<file path="src/rtl/pfd_pkg.sv">
// Shared constants and types for the preamble false-detect supervisor.
// Assumes the status byte layout of the radio: header bit 4, preamble bit 2.
package pfd_pkg;
    localparam int HDR_BIT = 4;
    localparam int PRE_BIT = 2;

    localparam logic [7:0] OP_CLR_IRQ = 8'h02;
    localparam logic [7:0] CLR_MASK_H = 8'h00;
    localparam logic [7:0] CLR_MASK_L = 8'(1 << PRE_BIT);
    localparam logic [7:0] OP_RX      = 8'h82;
    localparam logic [7:0] RX_TMO     = 8'hFF;

    typedef enum logic [2:0] {
        SEQ_IDLE,
        SEQ_C0,
        SEQ_C1,
        SEQ_C2,
        SEQ_R0,
        SEQ_R1,
        SEQ_R2,
        SEQ_R3
    } seq_t;
endpackage

</file>
<file path="src/rtl/pfd_ms_clock.sv">
// Millisecond counter. Advances once per ms_tick and skips zero on wrap,
// so zero can serve as the "no stamp" marker downstream.
// Assumes ms_tick is a single-clock pulse.
module pfd_ms_clock #(
    parameter int TIME_W = 16
) (
    input  logic              clk,
    input  logic              rst_n,
    input  logic              ms_tick,
    output logic [TIME_W-1:0] now
);
    localparam logic [TIME_W-1:0] T_ONE = TIME_W'(1);
    localparam logic [TIME_W-1:0] T_MAX = '1;

    // Count ticks, restarting at one after the top value.
    always_ff @(posedge clk) begin
        if (!rst_n)
            now <= T_ONE;
        else if (ms_tick)
            now <= (now == T_MAX) ? T_ONE : now + T_ONE;
    end
endmodule

</file>
<file path="src/rtl/pfd_window.sv">
// Preamble window timer. Holds the stamp of the first preamble sample and
// decides, on each later preamble sample, whether the allowed window has run
// out. A zero stamp means no preamble is pending.
// Assumes the window limit stays well below half the counter range.
module pfd_window #(
    parameter int TIME_W = 16,
    parameter int LIM_W  = 9
) (
    input  logic              clk,
    input  logic              rst_n,
    input  logic              smp_valid,
    input  logic              smp_pre,
    input  logic              smp_hdr,
    input  logic [TIME_W-1:0] now,
    input  logic [LIM_W-1:0]  limit,
    output logic              expire,
    output logic              false_pre
);
    localparam int CMP_W = (TIME_W > LIM_W) ? TIME_W : LIM_W;

    logic [TIME_W-1:0] stamp;
    logic [TIME_W-1:0] elapsed;
    logic [CMP_W-1:0]  el_x;
    logic [CMP_W-1:0]  lim_x;
    logic              armed;
    logic              pre_smp;

    // Elapsed time since the stamp, widened for comparison.
    always_comb begin
        armed   = (stamp != '0);
        pre_smp = smp_valid && smp_pre;
        elapsed = now - stamp;
        el_x    = CMP_W'(elapsed);
        lim_x   = CMP_W'(limit);
    end

    // Window closes only on a preamble sample past the limit.
    always_comb begin
        expire    = pre_smp && armed && (el_x > lim_x);
        false_pre = expire && !smp_hdr;
    end

    // Stamp the first preamble sample; drop the stamp on expiry.
    always_ff @(posedge clk) begin
        if (!rst_n)
            stamp <= '0;
        else if (expire)
            stamp <= '0;
        else if (pre_smp && !armed)
            stamp <= now;
    end
endmodule

</file>
<file path="src/rtl/pfd_cmd_seq.sv">
// Command sequencer. Turns clear and restart requests into byte streams with
// a valid/ready handshake. Requests that arrive while busy are remembered
// and merged; a pending clear is always sent before a pending restart.
module pfd_cmd_seq
    import pfd_pkg::*;
(
    input  logic       clk,
    input  logic       rst_n,
    input  logic       req_clr,
    input  logic       req_rx,
    input  logic       cmd_ready,
    output logic       cmd_valid,
    output logic [7:0] cmd_byte,
    output logic       cmd_last
);
    seq_t state, nxt;
    logic clr_pend, rx_pend;
    logic clr_any, rx_any, take_clr, take_rx, accept;

    // Request bookkeeping and dispatch decisions.
    always_comb begin
        clr_any  = clr_pend || req_clr;
        rx_any   = rx_pend || req_rx;
        take_clr = (state == SEQ_IDLE) && clr_any;
        take_rx  = (state == SEQ_IDLE) && !clr_any && rx_any;
        accept   = cmd_valid && cmd_ready;
    end

    // Next-state selection.
    always_comb begin
        nxt = state;
        case (state)
            SEQ_IDLE: begin
                if (take_clr)     nxt = SEQ_C0;
                else if (take_rx) nxt = SEQ_R0;
            end
            SEQ_C0: if (accept) nxt = SEQ_C1;
            SEQ_C1: if (accept) nxt = SEQ_C2;
            SEQ_C2: if (accept) nxt = SEQ_IDLE;
            SEQ_R0: if (accept) nxt = SEQ_R1;
            SEQ_R1: if (accept) nxt = SEQ_R2;
            SEQ_R2: if (accept) nxt = SEQ_R3;
            SEQ_R3: if (accept) nxt = SEQ_IDLE;
            default: nxt = SEQ_IDLE;
        endcase
    end

    // Byte presented for each state.
    always_comb begin
        cmd_valid = (state != SEQ_IDLE);
        cmd_last  = (state == SEQ_C2) || (state == SEQ_R3);
        case (state)
            SEQ_C0:  cmd_byte = OP_CLR_IRQ;
            SEQ_C1:  cmd_byte = CLR_MASK_H;
            SEQ_C2:  cmd_byte = CLR_MASK_L;
            SEQ_R0:  cmd_byte = OP_RX;
            SEQ_R1,
            SEQ_R2,
            SEQ_R3:  cmd_byte = RX_TMO;
            default: cmd_byte = 8'h00;
        endcase
    end

    // State and pending-request registers.
    always_ff @(posedge clk) begin
        if (!rst_n) begin
            state    <= SEQ_IDLE;
            clr_pend <= 1'b0;
            rx_pend  <= 1'b0;
        end else begin
            state    <= nxt;
            clr_pend <= clr_any && !take_clr;
            rx_pend  <= rx_any && !take_rx;
        end
    end
endmodule

</file>
<file path="src/rtl/pfd_supervisor.sv">
// Preamble false-detect supervisor, top level. Derives carrier-present from
// each status sample, times preamble detections against a millisecond tick
// and requests an interrupt clear, plus a receiver restart when the preamble
// turns out false. Assumes samples and ticks are single-clock pulses.
module pfd_supervisor
    import pfd_pkg::*;
#(
    parameter int TIME_W = 16,
    parameter int MS_W   = 8
) (
    input  logic            clk,
    input  logic            rst_n,
    input  logic            ms_tick,
    input  logic            stat_valid,
    input  logic [7:0]      stat_byte,
    input  logic [MS_W-1:0] pre_ms,
    input  logic [MS_W-1:0] hdr_ms,
    output logic            carrier_present,
    output logic            cmd_valid,
    output logic [7:0]      cmd_byte,
    output logic            cmd_last,
    input  logic            cmd_ready
);
    localparam int LIM_W = MS_W + 1;

    logic [TIME_W-1:0] now;
    logic [LIM_W-1:0]  limit;
    logic              hdr_seen, pre_seen;
    logic              expire, false_pre;
    logic              unused_bits;

    // Decode the two status bits that matter and the window limit.
    always_comb begin
        hdr_seen    = stat_byte[HDR_BIT];
        pre_seen    = stat_byte[PRE_BIT];
        limit       = LIM_W'(pre_ms) + LIM_W'(hdr_ms);
        unused_bits = ^stat_byte;
    end

    // Carrier flag follows the latest sample.
    always_ff @(posedge clk) begin
        if (!rst_n)
            carrier_present <= 1'b0;
        else if (stat_valid)
            carrier_present <= hdr_seen || pre_seen;
    end

    pfd_ms_clock #(.TIME_W(TIME_W)) clock_i (
        .clk     (clk),
        .rst_n   (rst_n),
        .ms_tick (ms_tick),
        .now     (now)
    );

    pfd_window #(.TIME_W(TIME_W), .LIM_W(LIM_W)) window_i (
        .clk       (clk),
        .rst_n     (rst_n),
        .smp_valid (stat_valid),
        .smp_pre   (pre_seen),
        .smp_hdr   (hdr_seen),
        .now       (now),
        .limit     (limit),
        .expire    (expire),
        .false_pre (false_pre)
    );

    pfd_cmd_seq seq_i (
        .clk       (clk),
        .rst_n     (rst_n),
        .req_clr   (expire),
        .req_rx    (false_pre),
        .cmd_ready (cmd_ready),
        .cmd_valid (cmd_valid),
        .cmd_byte  (cmd_byte),
        .cmd_last  (cmd_last)
    );
endmodule

</file>
<file path="config.mk">
export PLATFORM = sky130hd
export DESIGN_NAME = pfd_supervisor
export DESIGN_NICKNAME = d
export VERILOG_FILES = /design/src/rtl/pfd_pkg.sv /design/src/rtl/pfd_ms_clock.sv /design/src/rtl/pfd_window.sv /design/src/rtl/pfd_cmd_seq.sv /design/src/rtl/pfd_supervisor.sv
export SDC_FILE = /design/constraint.sdc
export NUM_CORES = 1
export LEC_CHECK = 0
export ABC_AREA = 1
export BUFFER_PORTS_ARGS = -buffer_cell sky130_fd_sc_hd__buf_2
export CAP_MARGIN = 5
export CORE_MARGIN = 3
export CORE_UTILIZATION = 55
export DETAILED_ROUTE_END_ITERATION = 10
export PLACE_DENSITY_LB_ADDON = 0.12
export SLEW_MARGIN = 20
export SYNTH_ARGS = -nofsm -noshare
export SYNTH_HDL_FRONTEND = slang
export SYNTH_HIERARCHICAL = 1
export SYNTH_SLANG_ARGS = --single-unit
</file>
<file path="constraint.sdc">
create_clock -name clk -period 4.36 [get_ports clk]
set_input_delay 0.872 -clock clk [delete_from_list [all_inputs] [get_ports clk]]
set_output_delay 0.872 -clock clk [all_outputs]
set_load 0.05 [all_outputs]
</file>
## Word level (Yosys, flattened, before mapping)

Cells that the tools add are included.

| operators by class | value |
|---|---|
| add/subtract/negate cells | 3 |
| order comparisons | 1 |
| equal/unequal tests | 15 |
| mux-type cells | 11 |
| bitwise gates (word level) | 1 |
| reduce and logical (&&, ||, !) cells | 27 |

Operators by type and width:

| cell | number |
|---|---|
| 8-bit one-hot mux with 4 select lines | 1 |
| 3-bit 2-to-1 mux | 8 |
| 3-bit one-hot mux with 7 select lines | 1 |
| 16-bit by 1-bit adder with 16-bit output, second input constant | 1 |
| 16-bit equality test, second input constant | 1 |
| 16-bit by 9-bit > comparator with 1-bit output | 1 |
| 16-bit 2-to-1 mux | 1 |
| 16-bit nonzero test | 1 |
| 16-bit subtractor | 1 |
| 3-bit equality test, second input constant | 4 |
| 2-bit by 1-bit != test with 1-bit output, second input constant | 6 |
| 1-bit logical AND | 11 |
| 8-bit by 8-bit adder with 9-bit output | 1 |
| 7-bit AND reduction | 1 |
| 3-bit by 2-bit equality test with 1-bit output, second input constant | 2 |
| 1-bit logical NOT | 5 |
| 1-bit logical OR | 4 |
| 2-bit OR reduction | 2 |
| 3-bit by 1-bit equality test with 1-bit output, second input constant | 1 |
| 3-bit logical NOT | 1 |
| 3-bit by 1-bit != test with 1-bit output, second input constant | 1 |
| 3-bit nonzero test | 1 |
| 3-bit OR reduction | 1 |
| 1-bit NOT | 1 |

| word-level totals | value |
|---|---|
| register bits after elaboration | 38 |
| bits of input ports | 29 |
| output and inout bits | 11 |
| word-level logic and storage cells | 64 |

## Depth between registers and ports, before layout

Gate-level depths: netlist of the first run.

| logic depth | value |
|---|---|
| word-level depth | 10 |
| mapped depth | 26 |
| gate-level depth less buffers | 26 |

## Cells and area by module

The synthesis of the first run kept the hierarchy.

By module, submodules not included:

| module | times used | cells each | area an instance (µm²) | sequential area each (µm²) |
|---|---|---|---|---|
| pfd_window | 1 | 310 | 1,888.1 | 320.3 |
| pfd_ms_clock | 1 | 132 | 908.4 | 320.3 |
| pfd_supervisor | 1 | 63 | 410.4 | 20.0 |
| pfd_cmd_seq | 1 | 46 | 304.0 | 100.1 |

## Worst setup path before layout of the first run

Ideal clock, no wire load.

| path | value |
|---|---|
| path kind | input -> register |
| start | in pre_ms[0] |
| end | reg seq_i.state[0] |
| library setup time | 113 ps |
| arrival | 3,365 ps |
| required time | 4,247 ps |
| path slack | 882 ps |
| stages | 25 |
| buffers on the path | 0 |
| path through | ha_1 fa_1 nand2_1 nand2_1 nand3b_4 nand3_1 nand2_1 inv_1 ha_1 nand2_1 nor2_1 nor2_1 nand2_1 nand2_1 nand2_1 nand2_1 nand4_1 o21ai_2 inv_1 nor2_1 nand4_1 nand2_1 nand2_1 nand2_1 nor2_1 |

| between the ends | value |
|---|---|
| cells in the longest elaborated chain, start to end | 9 |
| elaborated cells between the ends (all ways) | 14 |
| those cells by class | add/sub (1); order compare (1); eq/ne (1); mux (2); reduce/logical (9) |

Ends and longest elaborated chain:

| what | line | source |
|---|---|---|
| from (decl) | pfd_supervisor.sv:16 | `input logic [MS_W-1:0] pre_ms,` |
| 8-bit by 8-bit adder with 9-bit output * | pfd_supervisor.sv:36 | `limit = LIM_W'(pre_ms) + LIM_W'(hdr_ms);` |
| net limit[6] | pfd_supervisor.sv:27 | `logic [LIM_W-1:0] limit;` |
| 16-bit by 9-bit > comparator with 1-bit output * | pfd_window.sv:39 | `expire = pre_smp && armed && (el_x > lim_x);` |
| 1-bit logical AND * | pfd_window.sv:39 |  |
| net expire | pfd_supervisor.sv:29 | `logic expire, false_pre;` |
| 1-bit logical OR | pfd_cmd_seq.sv:22 | `clr_any = clr_pend \|\| req_clr;` |
| 1-bit logical NOT | pfd_cmd_seq.sv:25 | `take_rx = (state == SEQ_IDLE) && !clr_any && rx_any;` |
| 1-bit logical AND (2 in a row) | pfd_cmd_seq.sv:25 |  |
| 3-bit by 1-bit != test with 1-bit output (no line) | n/a |  |
| 7-bit AND reduction (no line) | n/a |  |
| to (signal assigned) | pfd_cmd_seq.sv:71 | `state <= nxt;` |
| to (decl) | pfd_cmd_seq.sv:16 | `seq_t state, nxt;` |

The timed path passes the listed nets; every way through them passes the cells marked *.
A chain may end at the register's enable or synchronous reset.

## Final worst setup path of the first run

Ends and elaborated chain as after synthesis.

==> results of run 1 <==
[power by group through the flow]
stage               clock network, mW  registers (mW)  logic (mW)
floorplan                           0           0.373       0.259
global placement                    0           0.373       0.317
detailed placement                  0           0.373       0.323
CTS                             0.237           0.365       0.325
global route                    0.244           0.366       0.375
finish                          0.224           0.365       0.324
[placed cells by master, fill, tap and decap left out, types with 2 or more instances in the layout]
master / count
nand2_2: 8
or2_4: 2
xnor2_1: 6
nand3b_1: 4
nand4_1: 9
inv_2: 2
nor2_1: 59
nor2_4: 7
xor2_1: 10
inv_1: 95
or2_2: 2
o21ai_0: 5
nor3_1: 2
inv_4: 2
buf_2: 33
clkinv_2: 2
nand2_1: 154
clkbuf_8: 5
and2_1: 2
a21oi_1: 38
nand3_2: 4
nand3_1: 31
dfxtp_1: 38
nand2_4: 3
nor2_2: 13
nor4_1: 4
ha_1: 33
fa_1: 2
nor3_2: 2
[how the worst min path moves through the flow]
stage	from	to	slack, ns	depth (start not counted)
2_1_floorplan	seq_i/rx_pend$_SDFF_PN0_	seq_i/rx_pend$_SDFF_PN0_	0.44	2
3_3_place_gp	seq_i/rx_pend$_SDFF_PN0_	seq_i/rx_pend$_SDFF_PN0_	0.46	2
3_5_place_dp	seq_i/rx_pend$_SDFF_PN0_	seq_i/rx_pend$_SDFF_PN0_	0.45	2
4_1_cts	seq_i/rx_pend$_SDFF_PN0_	seq_i/rx_pend$_SDFF_PN0_	0.47	2
5_1_grt	seq_i/rx_pend$_SDFF_PN0_	seq_i/rx_pend$_SDFF_PN0_	0.50	2
6_report	seq_i/rx_pend$_SDFF_PN0_	seq_i/rx_pend$_SDFF_PN0_	0.47	2
[metal layers]
metal / vias up / GRT usage [%] / wire [microns]
met2: 41 / 39.5 / 3530
met4: 0 / 7.19 / 139
met5: - / 0 / 0
li1: 1782 / - / -
met1: 1457 / 28.4 / 3530
met3: 10 / 1.83 / 183
[worst min-delay path: stages (launching register included)]
cell,delay [ns]
dfxtp_1,0.31
nor2_1,0.05
nor2_1,0.08
[sequential cells by signal, summed over array words and instances (netlist names)]
name and flops:
carrier_present 1, clock_i/now 16, seq_i/clr_pend 1, window_i/stamp 16, seq_i/rx_pend 1, seq_i/state 3
[per-stage QoR]
step | std cells | cell area [sq um] | util, % | setup WS [ns]
6_report | 659 | 3780 | 62.4 | 0.739
3_3_place_gp | 652 | 3700 | 61.1 | 0.460
4_1_cts | 659 | 3780 | 62.4 | 0.731
3_5_place_dp | 652 | 3700 | 61.1 | 0.424
2_1_floorplan | 551 | 3510 | - | 0.882
5_1_grt | 659 | 3780 | 62.4 | 0.242
[logic make-up after synthesis]
family                     count (synthesis)
xor gates and xnor gates                  16
buffers and inverters                    106
adders and majority gates                 35
AOI/OAI and AO/OA                         48
DFF                                       38
and+or+nand+nor                          308
[cell type report]
class                   instances  area [sq um]  share of cell area (%)
clock inverters                 2          10.0                   0.265
flip-flops and latches         38           761                    20.1
multi-input cells             407          2310                    61.0
well taps                      75          93.8                    2.48
inverters                      99           377                    9.96
clock buffers                   5          68.8                    1.82
repair buffers                 33           165                    4.37
==> load_flow_metrics.sql, run 1 <==
INSERT INTO impl_metrics (metric_group, metric, value, unit) VALUES
('status', 'outcome', 'complete, no violations', ''),
('routing', 'route.detailed.drc', '0', ''),
('floorplanning', 'num_rows', '28', ''),
('setup_path', 'worst_path_most_repeated_cell', 'nand2_1', ''),
('synthesis', 'post_synth_top_area_cell', 'dfxtp_1', ''),
('cts', 'clock-sinks', '38', ''),
('timing', 'setup_violations', '0', ''),
('pwr', 'ir_drop_worst_vdd', '297', 'uV'),
('cts', 'cts-htree-levels', '2', ''),
('finish', 'finalNetCount', '648', ''),
('pwr', 'power.combinational.fraction', '35.4', '%'),
('setup_path', 'path_buf_inv', '3', ''),
('setup_path', 'crit_start', 'pre_ms[0]', ''),
('synthesis', 'yosys_most_used_dff', 'dfxtp_1', ''),
('synthesis', 'synth_cells', '551', ''),
('synthesis', 'post_synth.cell_area_avg', '6.37', 'sq um'),
('floorplanning', 'fp.coreArea', '6060', 'sq um'),
('timing', 'final.setup.tns', '0', 'ns'),
('cts', 'clk_transition_reported_paths', '0.07', 'ns'),
('floorplanning', 'starting_utilization_of_the_core_area', '57.9', '%'),
('routing', 'dr.pass1.iters', '4', ''),
('pwr', 'cellPowerDensity', '241', 'nW/um^2'),
('synthesis', 'ys_top_cells_by_count', 'nand2_1 (154), inv_1 (95), nor2_1 (59)', ''),
('timing', 'worstMarginPinSlew', '0.973', 'ns'),
('synthesis', 'netlist_area', '3510', 'sq um'),
('synthesis', 'synth_adder_area_share', '12.9', '%'),
('setup_path', 'cp_data_arrival_time', '3.81', 'ns'),
('routing', 'drt_iter0_drc', '108', ''),
('routing', 'route.detailed.vias_per_inst', '4.99', ''),
('timing', 'min_tclk_post_route', '3.62', 'ns'),
('finish', 'antenna_cells', '0', ''),
('synthesis', 'synth.area.mux_share', '0', '%'),
('pwr', 'clockPowerShare', '24.6', '%'),
('grt', 'overflow', '0', ''),
('cts', 'cts_resized', '0', ''),
('setup_path', 'timing.reg2reg.worst_path_depth', '24', ''),
('timing', 'maxSlewViolCount', '0', ''),
('pwr', 'p_leak', '1.98', 'nW'),
('synthesis', 'synth_area_leaders', 'dfxtp_1 (22%), nand2_1 (16%), ha_1 (12%), inv_1 (10%), nor2_1 (6.3%)', ''),
('pwr', 'power.sequential.fraction', '40.0', '%'),
('finish', 'drive_gt1_share', '15.2', '%'),
('setup_path', 'worstSetupEndpointType', 'flop', ''),
('finish', 'fillCellCount', '609', ''),
('setup_path', 'r2r-end', 'seq_i/state[0]$_SDFFE_PN0P_', ''),
('floorplanning', 'die-area', '7380', 'sq um'),
('setup_path', 'critPathSlowestCell', 'fa_1', ''),
('cts', 'ctsLongestPathBuffers', '2', ''),
('setup_path', 'critical_path_class', 'in -> reg', ''),
('synthesis', 'yosys.area.top_type_share', '21.7', '%'),
('cts', 'cts-buffers-inserted', '5', ''),
('finish', 'area.growth.synth_to_final', '7.73', '%'),
('synthesis', 'synth_cell_type_count', '37', ''),
('timing', 'fin_skew', '0.00307', 'ns'),
('setup_path', 'r2r_setup_slack', '0.88', 'ns'),
('routing', 'num_vias', '3290', ''),
('synthesis', 'synth_async_sr_flop_share', '0', '%'),
('cts', 'tritoncts', 'done', ''),
('timing', 'final_clock_period_utilization_by_the_worst_path', '83.0', '%'),
('cts', 'post-cts-setup-buffers', '0', ''),
('setup_path', 'crit_family', 'simple AND/OR/NAND/NOR gates', ''),
('setup_path', 'timing.rr.start', 'clock_i/now[0]$_SDFFE_PN1P_', ''),
('place', 'sum_of_net_half_perimeters_after_detailed_placement', '6130', 'microns'),
('timing', 'worst_slew_margin_rel', '34.9', '%'),
('floorplanning', 'die_h', '85.9', 'microns'),
('setup_path', 'timing.critical_path.depth', '26', ''),
('cts', 'hold_fix_buffers_at_cts', '0', ''),
('setup_path', 'crit_end', 'seq_i/state[0]$_SDFFE_PN0P_', ''),
('setup_path', 'critical-path-max-stage-delay', '0.41', 'ns'),
('grt', 'vias_in_the_first_global_route', '3147', ''),
('synthesis', 'most_common_cell_in_the_synthesized_netlist', 'nand2_1', ''),
('synthesis', 'post_synth_xor_area_fraction', '3.99', '%');
Note: power is estimated with default switching activity, not from simulation.
==> run 2, diff against run 1 <==
==> constraint.sdc (replaced) <==
create_clock -name clk -period 3.6 [get_ports clk]
set_input_delay 0.72 -clock clk [delete_from_list [all_inputs] [get_ports clk]]
set_output_delay 0.72 -clock clk [all_outputs]
set_load 0.05 [all_outputs]
==> load_flow_metrics.sql, run 2 (same netlist as run 1, synthesis figures left out) <==
INSERT INTO impl_metrics (metric_group, metric, value, unit) VALUES
('timing', 'report.final.hold_viol_count', '0', ''),
('cts', 'clock-sinks', '38', ''),
('finish', 'drive_gt1_share', '19.5', '%'),
('finish', 'most_common_cell_after_layout_fill_and_taps_aside', 'nand2_1', ''),
('routing', 'drt-wirelength-per-cell', '11.3', 'microns'),
('grt', 'vias_in_the_first_global_route', '3214', ''),
('setup_path', 'critical_path_class', 'in -> reg', ''),
('cts', 'ctsLongestPathBuffers', '2', ''),
('routing', 'met2_length', '3660', 'microns'),
('finish', 'biggestRegsByFlops', 'clock_i/now x16, window_i/stamp x16, seq_i/state x3', ''),
('finish', 'fillCellCount', '558', ''),
('setup_path', 'cp_data_arrival_time', '3.47', 'ns'),
('routing', 'postRouteAntennaNets', '0', ''),
('cts', 'clk_transition_reported_paths', '0.08', 'ns'),
('place', 'placement.setup.worst_slack', '-0.155', 'ns'),
('timing', 'fin_skew', '0.00570', 'ns'),
('floorplanning', 'starting_utilization_of_the_core_area', '57.9', '%'),
('run', 'cap_violations', '0', ''),
('routing', 'num_vias', '3416', ''),
('routing', 'drt_iter0_drc', '103', ''),
('grt', 'overflow', '0', ''),
('worst_hold_path', 'worst_min_delay_path_category', 'reg -> reg', ''),
('place', 'port_buffers', '33', ''),
('cts', 'clkLatencyLatePin', '0.29', 'ns'),
('routing', 'route.detailed.vias_per_inst', '5.07', ''),
('floorplanning', 'fp.coreArea', '6060', 'sq um'),
('cts', 'tritoncts', 'done', ''),
('place', 'placement.cell_area', '3800', 'sq um'),
('place', 'globalplace.congestion', '0.940', ''),
('floorplanning', 'num_io_pins', '40', ''),
('place', 'sum_of_net_half_perimeters_after_detailed_placement', '6410', 'microns'),
('finish', 'finalNetCount', '662', ''),
('timing', 'maxSlewViolCount', '0', ''),
('setup_path', 'timing.critical_path.required', '3.79', 'ns'),
('timing', 'final_critical_path_setup_slack', '0.315', 'ns'),
('floorplanning', 'num_rows', '28', ''),
('grt', 'grt_max_degree', '17', ''),
('routing', 'wirelength_met1', '3570', 'microns'),
('floorplanning', 'die-area', '7380', 'sq um'),
('timing', 'min_tclk_post_route', '3.28', 'ns'),
('grt', 'track_usage', '22.1', '%'),
('finish', 'post-route-cell-area', '4000', 'sq um'),
('timing', 'timing.fmax', '304', 'MHz'),
('pwr', 'p_leak', '2.07', 'nW'),
('finish', 'final_cell_mix', 'nand2_1 (152), inv_1 (94), nor2_1 (56), a21oi_1 (38), dfxtp_1 (37)', ''),
('floorplanning', 'die_h', '85.9', 'microns'),
('grt', 'wire_length_of_the_first_global_routing_pass', '13500', 'microns'),
('timing', 'final_clock_period_utilization_by_the_worst_path', '91.2', '%'),
('grt', 'antenna_found_initial', '0', ''),
('setup_path', 'critPathMaxFanout', '3', ''),
('routing', 'dr.pass1.iters', '4', ''),
('timing', 'final.setup.tns', '0', 'ns'),
('routing', 'dr.max_layer_used', 'met4', ''),
('pwr', 'ir_drop_worst_vdd', '317', 'uV'),
('timing', 'post_route_hold_slack', '0.483', 'ns'),
('finish', 'area.growth.synth_to_final', '14.0', '%'),
('routing', 'detail_route.wirelength', '7640', 'microns'),
('setup_path', 'worstSetupEndpointType', 'flop', ''),
('routing', 'route.met3.wl', '250', 'microns'),
('cts', 'root_buffer', 'clkbuf_8', ''),
('timing', 'setup_violations', '0', ''),
('cts', 'hold_fix_buffers_at_cts', '0', ''),
('floorplanning', 'floorplan.die.width', '85.9', 'microns'),
('finish', 'area.sequential', '762', 'sq um'),
('cts', 'cts-buffers-inserted', '5', ''),
('finish', 'multi_input_comb_area', '2360', 'sq um'),
('routing', 'route.detailed.drc', '0', ''),
('timing', 'worstMarginPinSlew', '0.997', 'ns'),
('finish', 'antenna_cells', '0', ''),
('timing', 'worst_slew_margin_rel', '33.3', '%'),
('cts', 'cts-htree-levels', '2', ''),
('setup_path', 'element_type_at_the_critical_path_start', 'primary input', ''),
('pwr', 'cellPowerDensity', '322', 'nW/um^2'),
('timing', 'grt_setup_unrepaired', 'yes', ''),
('status', 'outcome', 'complete, no violations', '');
## run 2: changes by cell type in the layout (fill, tap and decap cells not counted), sizes merged
cell | previous run | this run
buf | 33 | 47
bufinv | 0 | 2
clkinv | 2 | 1
## run 2: metrics by stage
| step | total power, mW | util [%] | instances |
|---|---|---|---|
| after global routing | 1.38 | 66.0 | 674 |
| after detailed placement | 0.860 | 62.7 | 665 |
| after CTS | 1.29 | 65.0 | 673 |
| after global placement | 0.849 | 62.7 | 665 |
| after floorplan | 0.764 | - | 551 |
| final | 1.29 | 66.0 | 674 |
## run 2: repair_timing
| action | 4_1_cts | 5_1_grt |
|---|---|---|
| buffers inserted | 0 | 1 |
| endpoints found under the hold margin | 0 | 0 |
| gates resized for setup | 0 | 16 |
| setup endpoints to repair | 0 | 4 |
## run 2: final cells by class
type	count	share of cell area, %
multi-input cells	407	59.0
flip-flops and latches	38	19.0
inverters	99	9.41
repair buffers	47	6.75
well taps	75	2.34
clock buffers	5	1.72
clock inverters	3	1.72
## run 2: critical path, stage by stage
cell and delay, ns:
buf_2 0.11, ha_4 0.16, fa_2 0.40, nand2_2 0.07, nand2_2 0.07, nand3b_4 0.08, nand2_1 0.06, nand2_1 0.06
nand2_1 0.06, inv_1 0.05, ha_1 0.22, nand2_1 0.09, nor2_1 0.05, nor2_1 0.09, nand2_1 0.06, nand2_1 0.05
nand2_1 0.05, nand2_1 0.07, nand4_1 0.14, o21ai_4 0.22, inv_2 0.06, nor2_4 0.10, nand4_1 0.15, nand2_1 0.13
nand2_1 0.05, nand2_1 0.05, nor2_1 0.04
## run 2: routing by layer
layer,vias to the layer above,track usage (%)
li1,1813,-
met1,1529,27.8
met2,57,38.9
met3,17,2.69
met4,0,7.34
met5,-,0
## run 2: final timing paths
path	startpoint	cells past startpoint	to	slack, ns
min	seq_i/rx_pend$_SDFF_PN0_	2	seq_i/rx_pend$_SDFF_PN0_	0.48
min reg2reg	seq_i/rx_pend$_SDFF_PN0_	2	seq_i/rx_pend$_SDFF_PN0_	0.48
max reg2reg	clock_i/now[0]$_SDFFE_PN1P_	24	seq_i/state[0]$_SDFFE_PN0P_	0.35
max	pre_ms[0]	27	seq_i/state[0]$_SDFFE_PN0P_	0.32
## run 2: where the power goes
part / switching (mW) / internal, mW / total, mW / leakage (nW)
Combinational: 0.267 / 0.156 / 0.423 / 1.70
Sequential: 0.00905 / 0.430 / 0.439 / 0.308
Clock: 0.150 / 0.278 / 0.427 / 0.0683
Total: 0.426 / 0.863 / 1.29 / 2.07
